==> src/rtl/dram_refresh_pkg.sv <==
package dram_refresh_pkg;

    typedef enum logic [2:0] {
        ST_SETTLE  = 3'd0,
        ST_CAS_LEAD = 3'd1,
        ST_BOTH_LOW = 3'd2,
        ST_RAS_TAIL = 3'd3,
        ST_PRECHG  = 3'd4,
        ST_IDLE    = 3'd5
    } seq_state_e;

    function automatic int max_of(input int a, input int b);
        return (a > b) ? a : b;
    endfunction

endpackage

==> src/rtl/refresh_tick_gen.sv <==
module refresh_tick_gen #(
    parameter int INTERVAL_CYCLES = 3125
) (
    input  logic clk,
    input  logic rst_n,
    input  logic run,
    output logic tick
);
    localparam int CW = $clog2(INTERVAL_CYCLES + 1);

    logic [CW-1:0] cnt_d, cnt_q;
    logic          tick_d, tick_q;

    always_comb begin
        cnt_d  = cnt_q;
        tick_d = 1'b0;
        if (run) begin
            if (cnt_q == '0) begin
                cnt_d  = CW'(INTERVAL_CYCLES - 1);
                tick_d = 1'b1;
            end else begin
                cnt_d = cnt_q - 1'b1;
            end
        end
    end

    always_ff @(posedge clk or negedge rst_n) begin
        if (!rst_n) begin
            cnt_q  <= CW'(INTERVAL_CYCLES - 1);
            tick_q <= 1'b0;
        end else begin
            cnt_q  <= cnt_d;
            tick_q <= tick_d;
        end
    end

    assign tick = tick_q;

    generate
        if (INTERVAL_CYCLES > 1) begin : g_spacing
            a_r7_tick_single: assert property (@(posedge clk) disable iff (!rst_n)
                tick_q |=> !tick_q);
        end
    endgenerate

endmodule

==> src/rtl/refresh_pending_ctr.sv <==
module refresh_pending_ctr #(
    parameter int PEND_MAX = 8
) (
    input  logic clk,
    input  logic rst_n,
    input  logic inc,
    input  logic dec,
    output logic nonzero
);
    localparam int PW = $clog2(PEND_MAX + 1);

    logic [PW-1:0] cnt_d, cnt_q;

    always_comb begin
        cnt_d = cnt_q;
        if (inc && !dec) begin
            if (cnt_q != PW'(PEND_MAX)) cnt_d = cnt_q + 1'b1;
        end else if (dec && !inc) begin
            if (cnt_q != '0) cnt_d = cnt_q - 1'b1;
        end
    end

    always_ff @(posedge clk or negedge rst_n) begin
        if (!rst_n) cnt_q <= '0;
        else        cnt_q <= cnt_d;
    end

    assign nonzero = (cnt_q != '0);

    a_r9_no_overflow: assert property (@(posedge clk) disable iff (!rst_n)
        cnt_q <= PW'(PEND_MAX));

    a_r10_consume: assert property (@(posedge clk) disable iff (!rst_n)
        (dec && !inc && cnt_q != '0) |=> cnt_q == $past(cnt_q) - 1'b1);

    a_r10_keep_token: assert property (@(posedge clk) disable iff (!rst_n)
        (inc && !dec && cnt_q != PW'(PEND_MAX)) |=> cnt_q == $past(cnt_q) + 1'b1);

endmodule

==> src/rtl/cbr_strobe_fsm.sv <==
module cbr_strobe_fsm
    import dram_refresh_pkg::*;
#(
    parameter int STARTUP_CYCLES = 20001,
    parameter int INIT_CYCLES    = 8,
    parameter int T_CSR          = 2,
    parameter int T_CHR          = 2,
    parameter int T_RAS          = 12,
    parameter int T_RP           = 8
) (
    input  logic clk,
    input  logic rst_n,
    input  logic pend_nz,
    input  logic gnt,
    output logic start,
    output logic req,
    output logic ready,
    output logic ras_n,
    output logic cas_n,
    output logic busy
);
    localparam int MAX_LOAD = max_of(max_of(STARTUP_CYCLES, T_RAS), max_of(T_CSR, T_RP));
    localparam int CW       = $clog2(MAX_LOAD + 1);
    localparam int DW       = $clog2(INIT_CYCLES + 1);

    typedef struct packed {
        seq_state_e     st;
        logic [CW-1:0]  cnt;
        logic [DW-1:0]  dummies;
        logic           ready;
        logic           ras_n;
        logic           cas_n;
        logic           busy;
    } seq_regs_t;

    seq_regs_t r_d, r_q;

    assign req   = r_q.ready && (r_q.st == ST_IDLE) && pend_nz;
    assign start = req && gnt;

    always_comb begin
        r_d = r_q;
        case (r_q.st)
            ST_SETTLE: begin
                if (r_q.cnt == '0) begin
                    r_d.st  = ST_CAS_LEAD;
                    r_d.cnt = CW'(T_CSR - 1);
                end else begin
                    r_d.cnt = r_q.cnt - 1'b1;
                end
            end
            ST_CAS_LEAD: begin
                if (r_q.cnt == '0) begin
                    r_d.st  = ST_BOTH_LOW;
                    r_d.cnt = CW'(T_CHR - 1);
                end else begin
                    r_d.cnt = r_q.cnt - 1'b1;
                end
            end
            ST_BOTH_LOW: begin
                if (r_q.cnt == '0) begin
                    r_d.st  = ST_RAS_TAIL;
                    r_d.cnt = CW'(T_RAS - T_CHR - 1);
                end else begin
                    r_d.cnt = r_q.cnt - 1'b1;
                end
            end
            ST_RAS_TAIL: begin
                if (r_q.cnt == '0) begin
                    r_d.st  = ST_PRECHG;
                    r_d.cnt = CW'(T_RP - 1);
                end else begin
                    r_d.cnt = r_q.cnt - 1'b1;
                end
            end
            ST_PRECHG: begin
                if (r_q.cnt == '0) begin
                    if (r_q.ready) begin
                        r_d.st = ST_IDLE;
                    end else if (r_q.dummies == DW'(INIT_CYCLES - 1)) begin
                        r_d.st    = ST_IDLE;
                        r_d.ready = 1'b1;
                    end else begin
                        r_d.dummies = r_q.dummies + 1'b1;
                        r_d.st      = ST_CAS_LEAD;
                        r_d.cnt     = CW'(T_CSR - 1);
                    end
                end else begin
                    r_d.cnt = r_q.cnt - 1'b1;
                end
            end
            ST_IDLE: begin
                if (start) begin
                    r_d.st  = ST_CAS_LEAD;
                    r_d.cnt = CW'(T_CSR - 1);
                end
            end
            default: r_d.st = ST_IDLE;
        endcase

        r_d.ras_n = !(r_d.st == ST_BOTH_LOW || r_d.st == ST_RAS_TAIL);
        r_d.cas_n = !(r_d.st == ST_CAS_LEAD || r_d.st == ST_BOTH_LOW);
        r_d.busy  = (r_d.st != ST_IDLE) && (r_d.st != ST_SETTLE);
    end

    always_ff @(posedge clk or negedge rst_n) begin
        if (!rst_n) begin
            r_q.st      <= ST_SETTLE;
            r_q.cnt     <= CW'(STARTUP_CYCLES - 1);
            r_q.dummies <= '0;
            r_q.ready   <= 1'b0;
            r_q.ras_n   <= 1'b1;
            r_q.cas_n   <= 1'b1;
            r_q.busy    <= 1'b0;
        end else begin
            r_q <= r_d;
        end
    end

    assign ready = r_q.ready;
    assign ras_n = r_q.ras_n;
    assign cas_n = r_q.cas_n;
    assign busy  = r_q.busy;

    a_r4_cas_leads_ras: assert property (@(posedge clk) disable iff (!rst_n)
        $fell(r_q.ras_n) |-> (!r_q.cas_n && $past(!r_q.cas_n)));

    a_r5_cas_inside_ras: assert property (@(posedge clk) disable iff (!rst_n)
        $rose(r_q.cas_n) |-> !r_q.ras_n);

    a_r6_ras_high_at_cas_fall: assert property (@(posedge clk) disable iff (!rst_n)
        $fell(r_q.cas_n) |-> r_q.ras_n);

    a_r11_busy_covers_strobes: assert property (@(posedge clk) disable iff (!rst_n)
        (!r_q.ras_n || !r_q.cas_n) |-> r_q.busy);

    a_r8_req_quiet_when_busy: assert property (@(posedge clk) disable iff (!rst_n)
        r_q.busy |-> !req);

    a_r8_start_needs_grant: assert property (@(posedge clk) disable iff (!rst_n)
        ($fell(r_q.cas_n) && $past(r_q.ready)) |-> $past(gnt));

    a_r3_ready_sticky: assert property (@(posedge clk) disable iff (!rst_n)
        r_q.ready |=> r_q.ready);

endmodule

==> src/rtl/dram_refresh_seq.sv <==
module dram_refresh_seq #(
    parameter int STARTUP_CYCLES  = 20001,
    parameter int INIT_CYCLES     = 8,
    parameter int INTERVAL_CYCLES = 3125,
    parameter int PEND_MAX        = 8,
    parameter int T_CSR           = 2,
    parameter int T_CHR           = 2,
    parameter int T_RAS           = 12,
    parameter int T_RP            = 8
) (
    input  logic clk,
    input  logic rst_n,
    input  logic refresh_gnt,
    output logic refresh_req,
    output logic ras_n,
    output logic ucas_n,
    output logic lcas_n,
    output logic busy,
    output logic ready
);
    logic tick, pend_nz, start, cas_n, ready_i;

    refresh_tick_gen #(
        .INTERVAL_CYCLES (INTERVAL_CYCLES)
    ) u_tick (
        .clk   (clk),
        .rst_n (rst_n),
        .run   (ready_i),
        .tick  (tick)
    );

    refresh_pending_ctr #(
        .PEND_MAX (PEND_MAX)
    ) u_pend (
        .clk     (clk),
        .rst_n   (rst_n),
        .inc     (tick),
        .dec     (start),
        .nonzero (pend_nz)
    );

    cbr_strobe_fsm #(
        .STARTUP_CYCLES (STARTUP_CYCLES),
        .INIT_CYCLES    (INIT_CYCLES),
        .T_CSR          (T_CSR),
        .T_CHR          (T_CHR),
        .T_RAS          (T_RAS),
        .T_RP           (T_RP)
    ) u_fsm (
        .clk     (clk),
        .rst_n   (rst_n),
        .pend_nz (pend_nz),
        .gnt     (refresh_gnt),
        .start   (start),
        .req     (refresh_req),
        .ready   (ready_i),
        .ras_n   (ras_n),
        .cas_n   (cas_n),
        .busy    (busy)
    );

    assign ucas_n = cas_n;
    assign lcas_n = cas_n;
    assign ready  = ready_i;

endmodule

==> config.mk <==
export PLATFORM = sky130hd
export DESIGN_NAME = dram_refresh_seq
export DESIGN_NICKNAME = d
export VERILOG_FILES = /design/src/rtl/dram_refresh_pkg.sv /design/src/rtl/refresh_tick_gen.sv /design/src/rtl/refresh_pending_ctr.sv /design/src/rtl/cbr_strobe_fsm.sv /design/src/rtl/dram_refresh_seq.sv
export SDC_FILE = /design/constraint.sdc
export NUM_CORES = 1
export LEC_CHECK = 0
export BUFFER_PORTS_ARGS = -buffer_cell sky130_fd_sc_hd__buf_4
export CAP_MARGIN = 20
export CORE_UTILIZATION = 66
export CTS_CLUSTER_SIZE = 10
export DETAILED_ROUTE_END_ITERATION = 8
export GPL_TIMING_DRIVEN = 0
export HOLD_SLACK_MARGIN = 0.15
export PLACE_DENSITY = 0.84
export SKIP_LAST_GASP = 1
export SLEW_MARGIN = 20
export SYNTH_ARGS = -nofsm -noshare
export SYNTH_HDL_FRONTEND = slang
export SYNTH_SLANG_ARGS = --single-unit
==> constraint.sdc <==
create_clock -name clk -period 4.8 [get_ports clk]
set_input_delay 0.24 -clock clk [delete_from_list [all_inputs] [get_ports clk]]
set_output_delay 0.24 -clock clk [all_outputs]
set_load 0.1 [all_outputs]
==> impl_metrics.toml, run 1 <==
[outcome]
outcome = "complete, no violations"

[placement]
port_buffers = 8
routabilityCongestion = 0.875
hpwl_um = 3340

[cts]
clk_latency_ns = 0.36
h-tree-depth = 2
clk_path_buf_depth = 2
post_cts_buffers = 0
clock_sink_count = 43
cts_resized = 0
cts_buffers = 5
clkTransAtPathRegs_ns = 0.13
cts_tree = "yes"
cts-root-buf = "clkbuf_4"

[finish]
num-fill-cells = 251
n_antenna_cell = 0
nets = 283
syn2layout_area_growth_pct = 9.49
drive_above_1_share_pct = 15.0

[synthesis]
post-synth-top-area-fraction_pct = 32.1
syn_nets = 267
synthTopCellsByCount = "dfrtp_1, nor2_1, nand2_1"
synth_ff_type = "dfrtp_1"
yosysWarnings = 0
yosysUniqueCellTypes = 49
ys_ff_latch = 43
synth_area_mm2 = 0.00241
synth_area_leaders = "dfrtp_1, dfstp_2, xnor2_1"
ys_seq_area_share_pct = 45.2
synthCells = 256
synth-async-reset-ratio_pct = 100
synth_top_cell_by_area = "dfrtp_1"
synth_edf_count = 0
yosysMostFrequentCell = "dfrtp_1"
syn_avg_cell_area_um2 = 9.43

[die]
die_width_um = 62.5
die_area_mm2 = 0.00390
io_pins = 9
start_util_pct = 70.7
die_h_um = 62.5
num_rows = 21
core_area_mm2 = 0.00342

[power_and_ir_drop]
p_int_mw = 0.527
switchingPower_mw = 0.126
pwr_density_cell_mw_per_mm2 = 247
leakage_nw = 1.18
combPwrFrac_pct = 1.3
swShare_pct = 19.3
power_mw = 0.653
power_frac_seq_pct = 55.6
irDropWorstVdd_uv = 249
p_clk_share_pct = 43.1

[route]
via_count = 1934
drc = 0
routed_wl_um = 4920
firstDrtPassIters = 4
drt_iter0_markers = 158
wl_per_cell_um = 15.4
ant_nets = 0
vias_per_cell = 6.06

[global_routing]
first_global_vias = 1932
grt_max_degree = 44
grt_pass1_wl_um = 8780
grt_usage_pct = 28.7
overflow = 0
antenna_found_initial = 0

[worst_setup_path]
path_max_fanout = 8
r2r_end = "u_pend.cnt_q[3]"
r2r_start = "u_fsm.r_q[23]"
rr_worst_depth = 12
worst_setup_path_start_kind = "flip-flop"
ff2ff_setup_slack_ns = 1.83
arrival_ns = 3.23
critPathRequiredTime_ns = 5.06
critPathCaptureType = "flip-flop"
crit_type = "flip-flop to flip-flop"

[sta]
finalCritPeriodShare_pct = 61.9
hold_viol = 0
finalSetupViolCount = 0
fin_crit_ns = 2.97
drv_slew = 0
setup-tns-final_ns = 0
max_freq_mhz = 337
tightest_slew_ns = 0.658
slew_headroom_pct = 55.8
grt_setup_unrepaired = "no"
fin_skew_ns = 0.0113

[run]
cap_viol_max_count = 0

[min_path]
hold_class = "input pin to asynchronous set/reset pin"
logic make-up (layout without fill, tap and decap cells):
| family | count (synthesis) | after routing | share of synthesized area (%) |
|---|---|---|---|
| xor gates and xnor gates | 16 | 16 | 5.81 |
| adders and majority gates | 8 | 8 | 4.46 |
| DFF | 43 | 43 | 45.2 |
| muxes | 3 | 3 | 1.35 |
| and+or+nand+nor | 101 | 101 | 22.3 |
| buffers and inverters | 27 | 44 | 5.03 |
| AOI/OAI and AO/OA | 58 | 58 | 15.9 |
cells in the final DEF (no fill, tap or decap), drive strengths merged, types with 12 or more instances in the layout:
cell type / instances
o21ai: 12
nand2: 18
dfrtp: 31
nor3: 15
nor2: 27
xnor2: 12
clkbuf: 14
buf: 14
inv: 13
dfstp: 12
state kept, by name, indices dropped and copies added (netlist names):
| signal | flops |
|---|---|
| u_fsm.busy | 1 |
| u_tick.tick | 1 |
| u_fsm.ras_n | 1 |
| u_fsm.cas_n | 1 |
| u_tick.cnt_q | 12 |
| u_pend.cnt_q | 4 |
| u_fsm.r_q | 22 |
| u_fsm.ready | 1 |
worst max path at each step:
stage	from	end	slack [ns]
after floorplan	u_fsm.ready	u_pend.cnt_q[3]	2.06
after global placement	u_fsm.r_q[23]	u_pend.cnt_q[3]	2.00
after detailed placement	u_fsm.r_q[23]	u_pend.cnt_q[3]	1.91
after CTS	u_fsm.r_q[23]	u_pend.cnt_q[3]	1.87
after global routing	u_fsm.r_q[23]	u_pend.cnt_q[3]	1.62
final	u_fsm.r_q[23]	u_pend.cnt_q[3]	1.83
final cells by class:
type / count / area, µm² / area share, %
repair buffers: 9 / 70.1 / 2.65
well taps: 46 / 57.6 / 2.18
clock inverters: 2 / 60.1 / 2.27
clock buffers: 6 / 41.3 / 1.56
multi-input cells: 186 / 1200 / 45.5
plain buffers: 14 / 72.6 / 2.75
flip-flops and latches: 43 / 1090 / 41.3
inverters: 13 / 48.8 / 1.85
per-stage QoR:
| step | setup WS (ns) | instance area (µm²) | utilization [%] | hold slack (ns) | std cells |
|---|---|---|---|---|---|
| floorplan | 2.06 | 2410 | - | -0.0556 | 256 |
| global placement | 2.00 | 2530 | 74.1 | 0.252 | 310 |
| detailed placement | 1.91 | 2530 | 74.1 | 0.256 | 310 |
| CTS | 1.87 | 2640 | 77.4 | 0.374 | 319 |
| global route | 1.62 | 2640 | 77.4 | 0.412 | 319 |
| finish | 1.83 | 2640 | 77.4 | 0.379 | 319 |
per-layer routing:
layer  share of wire [%]  global-route usage, %
met4                 1.6                   10.5
met3                 4.1                   6.57
met5                   0                      0
met2                  48                   45.2
met1                  46                   38.8
power groups by stage:
stage / clock, mW / sequential, mW / combinational, mW
4_1_cts: 0.287 / 0.363 / 0.00905
2_1_floorplan: 0 / 0.369 / 0.00000997
6_report: 0.282 / 0.363 / 0.00853
3_5_place_dp: 0 / 0.369 / 0.00840
3_3_place_gp: 0 / 0.369 / 0.00835
5_1_grt: 0.301 / 0.363 / 0.0101
timing repair:
action	4_1_cts	5_1_grt
hold endpoints to repair	31	0
endpoints found under the setup margin	0	0
hold buffers	1	0
critical path, stage by stage (launching register included):
cell      delay [ns]
dfrtp_1         0.34
clkbuf_1        0.31
inv_1           0.24
nor2_1          0.26
nand4_1         0.25
ha_1            0.30
inv_1           0.16
ha_1            0.25
a21o_1          0.17
a21oi_1         0.19
xnor2_1         0.15
nand2_1         0.10
xnor2_1         0.15
(Power assumes the default switching activity.)
==> run 2, diff against run 1 <==
--- a/config.mk
+++ b/config.mk
@@ -5,14 +5,15 @@
 export SDC_FILE = /design/constraint.sdc
 export NUM_CORES = 1
 export LEC_CHECK = 0
+export ABC_AREA = 1
 export BUFFER_PORTS_ARGS = -buffer_cell sky130_fd_sc_hd__buf_4
 export CAP_MARGIN = 20
-export CORE_UTILIZATION = 66
+export CORE_UTILIZATION = 62
 export CTS_CLUSTER_SIZE = 10
 export DETAILED_ROUTE_END_ITERATION = 8
 export GPL_TIMING_DRIVEN = 0
 export HOLD_SLACK_MARGIN = 0.15
-export PLACE_DENSITY = 0.84
+export PLACE_DENSITY = 0.8
 export SKIP_LAST_GASP = 1
 export SLEW_MARGIN = 20
 export SYNTH_ARGS = -nofsm -noshare
==> constraint.sdc (replaced) <==
create_clock -name clk -period 2.8 [get_ports clk]
set_input_delay 0.14 -clock clk [delete_from_list [all_inputs] [get_ports clk]]
set_output_delay 0.14 -clock clk [all_outputs]
set_load 0.1 [all_outputs]
==> run 2 against run 1 <==
  * Power increased by 57%
  * Worst setup slack worse by 1.2 ns
  * Area after synthesis is 9.4% higher
  * Combinational power is 72% higher
  * Non-clock buffer count shrank 8
  * Register-to-register slack worse by 1.2 ns
==> impl_metrics.toml, run 2 <==
[route]
firstDrtPassIters = 4
routed_wl_um = 5260
route.top_layer_used = "met4"
wl_met1_um = 2580
via_count = 2176
drt_iter0_markers = 66
drc = 0
vias_per_cell = 5.36
wl_per_cell_um = 13.0
wl_met3_um = 153
ant_nets = 0
dr_wl_met2_um = 2430

[die]
io_pins = 9
num_rows = 23
core_area_mm2 = 0.00406
die_h_um = 67.3
start_util_pct = 65.1
die_width_um = 67.3
die_area_mm2 = 0.00453

[finish]
largest_register_ffs = 22
n_antenna_cell = 0
num-fill-cells = 339
final_cell_mix = "nand2_1, nor2_1, inv_1"
mostFrequentLayoutCell = "nand2_1"
stdcell_area_mm2 = 0.00286
syn2layout_area_growth_pct = 8.24
finalNonFillerCells = 406
drive_above_1_share_pct = 14.3
nets = 366
reg_top3 = "u_fsm.r_q (22), u_tick.cnt_q (12), u_pend.cnt_q (4)"
largest-register = "u_fsm.r_q"

[min_path]
hold_class = "input pin to asynchronous set/reset pin"

[global_routing]
grt_max_degree = 44
overflow = 0
grt_pass1_wl_um = 8850
antenna_found_initial = 0
grt_usage_pct = 26.7
first_global_vias = 2017

[placement]
hpwl_um = 3810
port_buffers = 8
routabilityCongestion = 0.946
dp_cells = 397
dpl-instance-area_mm2 = 0.00276

[synthesis]
synthTopCellsByCount = "nand2_1, nor2_1, inv_1"
synth_top_cell_by_area = "dfrtp_1"
ys_seq_area_share_pct = 41.3
syn_avg_cell_area_um2 = 7.79
syn_nets = 350
synth_ff_type = "dfrtp_1"
synth-async-reset-ratio_pct = 100
ys_ff_latch = 43
post-synth-top-area-fraction_pct = 29.4
synth_area_mm2 = 0.00264
synth_edf_count = 0
yosysWarnings = 0
synth_area_leaders = "dfrtp_1, dfstp_2, nand2_1"
yosysUniqueCellTypes = 38
synthCells = 339
yosysMostFrequentCell = "nand2_1"

[cts]
cts_tree = "yes"
post_cts_buffers = 0
clock_sink_count = 43
clk_path_buf_depth = 2
h-tree-depth = 2
cts-root-buf = "clkbuf_8"
cts_buffers = 5
clkTransAtPathRegs_ns = 0.08
clk_latency_ns = 0.30

[power_and_ir_drop]
leakage_nw = 1.44
p_int_mw = 0.798
irDropWorstVdd_uv = 358
combPwrFrac_pct = 1.4
switchingPower_mw = 0.227
power_frac_seq_pct = 60.6
pwr_density_cell_mw_per_mm2 = 359
swShare_pct = 22.1
p_clk_share_pct = 38.0

[worst_setup_path]
path_max_fanout = 9
critPathRequiredTime_ns = 2.96
crit_type = "flip-flop to flip-flop"
rr_worst_depth = 13
cpMaxStageDelayCell = "dfrtp_1"
cpPeakStageDelay_ns = 0.39
worst_setup_path_start_kind = "flip-flop"
path_cells = "buf_6, inv_6, nand2_4, nor2_4, nand4_1, ha_1, inv_1, ha_1, a21oi_1, nand2_1, xnor2_1, nand2_1, o21ai_0"
arrival_ns = 2.35
critPathCaptureType = "flip-flop"

[sta]
tightest_slew_ns = 0.576
hold_viol = 0
max_freq_mhz = 456
finalCritPeriodShare_pct = 78.4
setup-tns-final_ns = 0
drv_slew = 0
grt_setup_unrepaired = "no"
finalSetupViolCount = 0
fin_crit_ns = 2.19
slew_headroom_pct = 61.5
fin_skew_ns = 0.00490

[outcome]
outcome = "complete, no violations"

[run]
cap_viol_max_count = 0
==> run 2: changes by cell type in the layout (fill, tap and decap cells not counted), moves of 6 or more <==
cell      before  now
clkbuf_1       9    1
nand2_1       18   73
inv_1         13   41
a21oi_1       11    3
xnor2_1       12    5
xor2_1         4   11
nand2b_1       7    0
o21ai_1        0    6
nand3_1        7   30
nor2_1        26   51
nor3_1        15    4
==> run 2: critical path: cells and delay by family, from the launching register on <==
family,cells,cell delay (ns)
xor+xnor,1,0.12
simple gates,5,0.42
fa+ha+maj,2,0.50
compound gates,2,0.24
flops,1,0.39
buf+inv,3,0.36
==> run 2: what timing repair did <==
item	in CTS	in global routing
hold buffers	1	0
hold endpoints to repair	31	0
gates resized for setup	0	0
==> run 2: final timing paths <==
check	end	slack (ns)	start
max	u_pend.cnt_q[3]	0.61	u_fsm.r_q[24]
min	u_pend.cnt_q[1]	0.36	rst_n
max reg2reg	u_pend.cnt_q[3]	0.61	u_fsm.r_q[24]
min reg2reg	u_fsm.r_q[22]	0.49	u_fsm.r_q[22]
max in group asynchronous	u_fsm.ras_n	2.06	rst_n
min in group clk	u_pend.cnt_q[0]	0.46	refresh_gnt
==> run 2: per-stage QoR <==
stage	total power, mW	utilization, %	hold WS [ns]	setup slack [ns]
6_report	1.03	70.5	0.362	0.605
5_1_grt	1.06	70.5	0.427	0.459
4_1_cts	1.03	70.5	0.379	0.621
3_3_place_gp	0.647	68.1	0.157	0.715
3_5_place_dp	0.648	68.1	0.159	0.659
2_1_floorplan	0.633	-	-0.156	0.391
==> run 2: logic make-up after synthesis <==
kind of cell	Yosys count	share of synthesized area, %
muxes	1	0.426
and+or+nand+nor	182	31.7
buffers and inverters	51	8.62
AOI/OAI and AO/OA	38	8.57
adders and majority gates	8	4.07
DFF	43	41.3
xor gates and xnor gates	16	5.31
==> run 2: power by group through the flow <==
stage / Clock (mW) / Combinational (mW) / Sequential, mW
6_report: 0.390 / 0.0147 / 0.621
4_1_cts: 0.397 / 0.0157 / 0.621
3_3_place_gp: 0 / 0.0145 / 0.633
5_1_grt: 0.423 / 0.0178 / 0.621
2_1_floorplan: 0 / 0.000000351 / 0.633
3_5_place_dp: 0 / 0.0146 / 0.633
==> run 2: layout make-up <==
type	instances	area (µm²)	area share, %
multi-input cells	245	1320	46.3
flip-flops and latches	43	1090	38.2
inverters	45	174	6.08
clock buffers	6	72.6	2.54
repair buffers	9	70.1	2.45
well taps	50	62.6	2.19
plain buffers	6	53.8	1.88
clock inverters	2	12.5	0.438
==> run 2: metal layers <==
layer | global-route usage [%] | vias up
met4 | 9.57 | 0
met2 | 42.5 | 27
met3 | 5.74 | 8
met1 | 35.6 | 1022
met5 | 0 | -
li1 | - | 1119
